[config.mk]
export PLATFORM = sky130hd
export DESIGN_NAME = cfg_row_port
export DESIGN_NICKNAME = d
export VERILOG_FILES = /design/src/rtl/cfg_row_pkg.sv /design/src/rtl/cfg_sync.sv /design/src/rtl/cfg_frame_rx.sv /design/src/rtl/cfg_row_bank.sv /design/src/rtl/cfg_row_port.sv
export SDC_FILE = /design/constraint.sdc
export NUM_CORES = 1
export LEC_CHECK = 0
export BUFFER_PORTS_ARGS = -buffer_cell sky130_fd_sc_hd__buf_2
export CORE_AREA = 5 5 138 140
export CTS_BUF_LIST = sky130_fd_sc_hd__clkbuf_8 sky130_fd_sc_hd__clkbuf_16
export DETAILED_ROUTE_END_ITERATION = 6
export DIE_AREA = 0 0 143 145
export PLACE_DENSITY_LB_ADDON = 0.05
export SETUP_SLACK_MARGIN = 0.2
export SYNTH_ARGS = -nofsm -noshare
export SYNTH_HDL_FRONTEND = slang
export SYNTH_SLANG_ARGS = --single-unit
[constraint.sdc]
create_clock -name clk -period 1.9 [get_ports clk]
set_input_delay 0 -clock clk [delete_from_list [all_inputs] [get_ports clk]]
set_output_delay 0 -clock clk [all_outputs]
set_load 0.02 [all_outputs]
[src/rtl/cfg_row_pkg.sv]
package cfg_row_pkg;
    localparam int ROWS_DEF   = 16;
    localparam int DATA_W_DEF = 8;
    localparam int ADDR_W_DEF = 6;
    localparam int CHIP_W_DEF = 3;
    localparam logic [CHIP_W_DEF-1:0] CHIP_ID_DEF = 3'b110;
endpackage

[src/rtl/cfg_sync.sv]
module cfg_sync #(
    parameter int W = 3,
    parameter logic [W-1:0] RST_VAL = '0
) (
    input  logic         clk,
    input  logic         rst,
    input  logic [W-1:0] async_i,
    output logic [W-1:0] sync_o
);
    for (genvar i = 0; i < W; i++) begin : g_bit
        typedef struct packed {
            logic meta;
            logic stab;
        } sync_t;
        sync_t st_d, st_q;

        always_comb begin
            st_d.meta = async_i[i];
            st_d.stab = st_q.meta;
        end

        always_ff @(posedge clk) begin
            if (rst) begin
                st_q <= '{meta: RST_VAL[i], stab: RST_VAL[i]};
            end else begin
                st_q <= st_d;
            end
        end

        assign sync_o[i] = st_q.stab;
    end
endmodule

[src/rtl/cfg_frame_rx.sv]
module cfg_frame_rx #(
    parameter int DATA_W = 8,
    parameter int ADDR_W = 6,
    parameter int SEL_W  = 4,
    parameter int CHIP_W = 3,
    parameter logic [CHIP_W-1:0] CHIP_ID = 3'b110
) (
    input  logic              clk,
    input  logic              rst,
    input  logic              sel_n,
    input  logic              sck,
    input  logic              sdi,
    output logic              commit,
    output logic [SEL_W-1:0]  commit_row,
    output logic [DATA_W-1:0] commit_data
);
    localparam int FRAME_BITS = DATA_W + ADDR_W + 1 + CHIP_W;
    localparam int RW_POS     = DATA_W + ADDR_W;
    localparam int CHIP_LSB   = RW_POS + 1;
    localparam int CNT_W      = $clog2(FRAME_BITS + 2);
    localparam logic [CNT_W-1:0] CNT_FULL = CNT_W'(FRAME_BITS);
    localparam logic [CNT_W-1:0] CNT_SAT  = CNT_W'(FRAME_BITS + 1);

    typedef struct packed {
        logic                  sel;
        logic                  sck;
        logic [CNT_W-1:0]      cnt;
        logic [FRAME_BITS-1:0] sh;
    } rx_t;

    rx_t rx_d, rx_q;
    logic sel_fall, sel_rise, sck_rise, frame_ok;

    always_comb begin
        rx_d     = rx_q;
        rx_d.sel = sel_n;
        rx_d.sck = sck;
        sel_fall = rx_q.sel & ~sel_n;
        sel_rise = ~rx_q.sel & sel_n;
        sck_rise = ~rx_q.sck & sck;

        if (sel_fall) begin
            rx_d.cnt = '0;
            rx_d.sh  = '0;
        end else if (!sel_n && sck_rise) begin
            rx_d.sh = {sdi, rx_q.sh[FRAME_BITS-1:1]};
            if (rx_q.cnt != CNT_SAT) begin
                rx_d.cnt = rx_q.cnt + 1'b1;
            end
        end

        frame_ok = (rx_q.cnt == CNT_FULL)
                 && rx_q.sh[RW_POS]
                 && (rx_q.sh[FRAME_BITS-1:CHIP_LSB] == CHIP_ID)
                 && (rx_q.sh[RW_POS-1:DATA_W+SEL_W] == '0);

        commit      = sel_rise & frame_ok;
        commit_row  = rx_q.sh[DATA_W+SEL_W-1:DATA_W];
        commit_data = rx_q.sh[DATA_W-1:0];
    end

    always_ff @(posedge clk) begin
        if (rst) begin
            rx_q <= '{sel: 1'b1, sck: 1'b0, cnt: '0, sh: '0};
        end else begin
            rx_q <= rx_d;
        end
    end
endmodule

[src/rtl/cfg_row_bank.sv]
module cfg_row_bank #(
    parameter int ROWS   = 16,
    parameter int DATA_W = 8,
    parameter int SEL_W  = 4
) (
    input  logic                     clk,
    input  logic                     rst,
    input  logic                     we,
    input  logic [SEL_W-1:0]         we_row,
    input  logic [DATA_W-1:0]        we_data,
    output logic [ROWS*DATA_W-1:0]   flat_o,
    output logic                     stb_o,
    output logic [SEL_W-1:0]         row_o
);
    typedef struct packed {
        logic [ROWS-1:0][DATA_W-1:0] rows;
        logic                        stb;
        logic [SEL_W-1:0]            row;
    } bank_t;

    bank_t bk_d, bk_q;

    always_comb begin
        bk_d     = bk_q;
        bk_d.stb = we;
        if (we) begin
            bk_d.row          = we_row;
            bk_d.rows[we_row] = we_data;
        end
    end

    always_ff @(posedge clk) begin
        if (rst) begin
            bk_q <= '0;
        end else begin
            bk_q <= bk_d;
        end
    end

    assign flat_o = bk_q.rows;
    assign stb_o  = bk_q.stb;
    assign row_o  = bk_q.row;
endmodule

[src/rtl/cfg_row_port.sv]
module cfg_row_port
    import cfg_row_pkg::*;
#(
    parameter int ROWS   = ROWS_DEF,
    parameter int DATA_W = DATA_W_DEF,
    parameter int ADDR_W = ADDR_W_DEF,
    parameter int CHIP_W = CHIP_W_DEF,
    parameter logic [CHIP_W-1:0] CHIP_ID = CHIP_ID_DEF,
    localparam int SEL_W = $clog2(ROWS)
) (
    input  logic                   clk,
    input  logic                   rst,
    input  logic                   ser_sel_n,
    input  logic                   ser_clk,
    input  logic                   ser_dat,
    output logic [ROWS*DATA_W-1:0] regs_flat,
    output logic                   wr_stb,
    output logic [SEL_W-1:0]       wr_row
);
    logic [2:0]        lines_s;
    logic              commit;
    logic [SEL_W-1:0]  commit_row;
    logic [DATA_W-1:0] commit_data;

    cfg_sync #(.W(3), .RST_VAL(3'b100)) u_sync (
        .clk    (clk),
        .rst    (rst),
        .async_i({ser_sel_n, ser_clk, ser_dat}),
        .sync_o (lines_s)
    );

    cfg_frame_rx #(
        .DATA_W (DATA_W),
        .ADDR_W (ADDR_W),
        .SEL_W  (SEL_W),
        .CHIP_W (CHIP_W),
        .CHIP_ID(CHIP_ID)
    ) u_rx (
        .clk        (clk),
        .rst        (rst),
        .sel_n      (lines_s[2]),
        .sck        (lines_s[1]),
        .sdi        (lines_s[0]),
        .commit     (commit),
        .commit_row (commit_row),
        .commit_data(commit_data)
    );

    cfg_row_bank #(.ROWS(ROWS), .DATA_W(DATA_W), .SEL_W(SEL_W)) u_bank (
        .clk    (clk),
        .rst    (rst),
        .we     (commit),
        .we_row (commit_row),
        .we_data(commit_data),
        .flat_o (regs_flat),
        .stb_o  (wr_stb),
        .row_o  (wr_row)
    );
endmodule

==> impl_metrics.py <==
metrics = {
    "outcome": {
        "status": "finished clean",
    },
    "power": {
        "p_per_area_nw_per_um2": 833,
        "leakagePower_uw": 0.00386,
        "ir_drop_mv": 0.589,
    },
    "layout": {
        "finish.utilization": 0.473,
        "drive_gt1_frac": 0.322,
        "diodes": 0,
        "area_delta_synth_final_pct": 30.4,
        "layout.nets": 765,
    },
    "logic_synthesis": {
        "postSynthCellCount": 599,
        "syn-num-nets": 606,
        "syn-cell-area_um2": 6430,
        "avgSynthCellArea_um2": 10.7,
        "seq_area_frac_synth": 0.510,
        "yosysUniqueCellTypes": 29,
        "yosysWarnings": 0,
        "yosys_register_bits": 164,
    },
    "critical_path": {
        "crit_family": "simple AND/OR/NAND/NOR gates",
        "ff2ff_setup_slack_ns": 0.008,
        "crit_slowest_cell": "or4b_4",
        "arrival_ns": 2.19,
        "cp-start-kind": "register",
        "r2r-start": "u_rx.rx_q[22]$_SDFFE_PP0P_",
        "path_buf_inv": 3,
        "crit_chain": "nor3b_2 > nand4_1 > buf_6 > buf_6 > or4b_4 > buf_8 > mux2i_1",
        "crit_top_cell": "buf_6",
        "startpoint": "u_rx.rx_q[22]$_SDFFE_PP0P_",
        "critical_path_class": "register to register",
        "crit_path_end_kind": "register",
        "worst_r2r_path_depth": 7,
        "crit_fanout": 8,
        "critPathMaxStageDelay_ns": 0.52,
        "r2r-end": "u_bank.flat_o[6]$_SDFFE_PP0P_",
        "required_ns": 2.20,
    },
    "clock_network": {
        "clk_path_buf_depth": 2,
        "cts_htree_levels": 4,
        "clk_latency_ns": 0.42,
        "tritoncts": "done",
        "numCtsBuffers": 17,
        "clk_pin_slew_ns": 0.06,
        "cts.sinks": 164,
        "root_buffer": "clkbuf_16",
    },
    "sta": {
        "max_slew_margin": 0.669,
        "setup-violations-final": 0,
        "min_period_ns": 1.89,
        "fin_tns_setup_ns": 0,
        "finalCritPeriodShare": 0.996,
        "fmax_mhz": 528,
        "grt_setup_unrepaired": "yes",
        "clock-skew-final_ns": 0.00950,
        "worst_pin_slew_ns": 0.497,
        "hold_slack_ns": 0.208,
        "hold_viol": 0,
        "post-route-worst-setup-slack_ns": 0.00779,
        "drv_slew": 0,
    },
    "grt": {
        "grt_max_degree": 63,
        "grt_pass1_vias": 4695,
        "grt_antenna_before_repair": 0,
        "overflow": 0,
        "track_usage": 0.167,
        "grt_pass1_wl_um": 27000,
    },
    "drt": {
        "route.detailed.drc": 0,
        "routed_wl_um": 17000,
        "via_count": 4588,
        "wl_per_cell_um": 17.0,
        "first_pass_iters": 4,
        "postRouteAntennaNets": 0,
        "post_drt_via_cell_ratio": 4.59,
        "drtIter0Drc": 185,
    },
    "die": {
        "start_util": 0.363,
        "die_w_um": 143,
        "ios": 138,
        "fp-row-count": 49,
        "die_area_um2": 20700,
        "die_h_um": 145,
        "core_um2": 17700,
    },
    "worst_hold_path": {
        "worstHoldStart": "rst",
        "min-delay-path-class": "input port to register",
        "hold_end": "u_bank.flat_o[42]$_SDFFE_PP0P_",
        "min_path_cells": 3,
    },
    "place": {
        "dpl.hpwl_um": 11600,
        "place.gp.congestion": 0.729,
        "post-place-ws_ns": -0.0211,
        "numPortBuffers": 137,
    },
    "run": {
        "cap_violations": 0,
    },
}
cell type report:
class | instances | area, µm²
fillers | 1693 | 9330
flip-flops and latches | 164 | 3290
multi-input cells | 382 | 2950
repair buffers | 191 | 1260
clock buffers | 20 | 467
well taps | 229 | 287
clock inverters | 12 | 131
inverters | 2 | 7.51
worst register-to-register path, delay by kind of cell, from the launching register on:
kind	cells	cell delay, ns
buffers and inverters	3	0.43
muxes	1	0.12
DFF	1	0.34
and+or+nand+nor	3	0.88
layer usage:
metal	global-route usage	routed length, µm
met1	0.228	8050
met4	0.0585	312
met3	0.0332	697
met5	0	0
met2	0.264	7920
synth_stat cells:
| library cell | n | area (µm²) |
|---|---|---|
| nor2b_1 | 6 | 37.5 |
| ha_1 | 2 | 25.0 |
| inv_1 | 2 | 7.51 |
| buf_1 | 1 | 3.75 |
| or2_2 | 3 | 18.8 |
| nand4_1 | 3 | 18.8 |
| buf_6 | 6 | 67.6 |
| dfxtp_1 | 164 | 3280 |
| or4_4 | 4 | 45.0 |
| nor4_4 | 1 | 21.3 |
| mux2i_1 | 132 | 1320 |
| or3_1 | 1 | 6.26 |
| nand2_1 | 38 | 143 |
| nor3b_1 | 3 | 22.5 |
| nor2_1 | 11 | 41.3 |
| nor3b_2 | 1 | 12.5 |
| buf_2 | 4 | 20.0 |
| xor2_1 | 2 | 17.5 |
| nand2b_1 | 140 | 876 |
| clkbuf_1 | 40 | 150 |
| or4b_1 | 1 | 10.0 |
| and4b_1 | 1 | 10.0 |
| xnor2_1 | 2 | 17.5 |
| or4_1 | 1 | 7.51 |
| or3b_2 | 1 | 8.76 |
| nor3_4 | 8 | 130 |
| a21o_1 | 1 | 7.51 |
| a21oi_1 | 19 | 95.1 |
| a211oi_1 | 1 | 7.51 |
power breakdown:
group	switching [µW]	leakage, µW	internal [µW]	total (µW)
sequential	3.12	0.00132	3450	3450
combinational	57.0	0.00224	62.0	119
clock	1380	0.000295	2040	3420
total	1440	0.00386	5550	6980
stage by stage:
stage	area, µm²	std cells	power (µW)
after floorplan	6430	599	3610
after global placement	7630	960	3640
after detailed placement	7630	960	3640
after CTS	8340	999	7090
after global routing	8390	1000	7230
final	8390	1000	6980
worst max-delay path by stage:
stage                                           endpoint  cells past startpoint
after floorplan           u_bank.flat_o[16]$_SDFFE_PP0P_                      8
final                      u_bank.flat_o[6]$_SDFFE_PP0P_                      7
after global routing       u_bank.flat_o[2]$_SDFFE_PP0P_                      7
after CTS                  u_bank.flat_o[6]$_SDFFE_PP0P_                      9
after global placement    u_bank.flat_o[10]$_SDFFE_PP0P_                      8
after detailed placement   u_bank.flat_o[6]$_SDFFE_PP0P_                      8
timing repair:
item / in CTS / in global routing
gates resized for setup: 14 / 10
endpoints found under the hold margin: 3 / 0
cloned: 1 / 0
setup endpoints to repair: 123 / 131
hold buffers: 3 / 0
setup buffers: 3 / 1
pin swaps: 5 / 7
flip-flops by register name, summed over array words and instances, names as in the netlist:
name	cells
u_bank.flat_o	128
u_rx.rx_q	13
u_rx.commit_data	8
u_bank.row_o	4
u_rx.commit_row	4
u_sync.g_bit.st_d	3
u_sync.sync_o	3
u_bank.stb_o	1
cells by family (layout without fill, tap and decap cells):
family / Yosys count / in the layout / share of synthesized area
and+or+nand+nor: 223 / 223 / 0.219
DFF: 164 / 164 / 0.510
muxes: 132 / 132 / 0.205
buffers and inverters: 53 / 225 / 0.0387
AOI/OAI and AO/OA: 21 / 21 / 0.0171
xor gates and xnor gates: 4 / 4 / 0.00545
adders and majority gates: 2 / 2 / 0.00389
placed cells by master (no fill, tap or decap), types with 2 or more instances in the layout:
cell type	count
nand4_1	3
mux2i_1	130
or4_4	5
xor2_1	2
dlygate4sd3_1	3
nor2b_1	5
clkinvlp_4	2
a21oi_1	19
nand2_1	38
clkbuf_8	3
buf_8	3
dfxtp_1	162
inv_1	3
nor3b_2	3
buf_12	9
buf_2	136
mux2i_2	2
xnor2_1	2
nor2_1	11
buf_6	6
nor3_4	8
dfxtp_2	2
nand2b_1	140
bufinv_16	2
clkbuf_16	17
clkinv_4	4
buf_4	34
or2_2	3
Note: power is estimated with default switching activity, not from simulation.
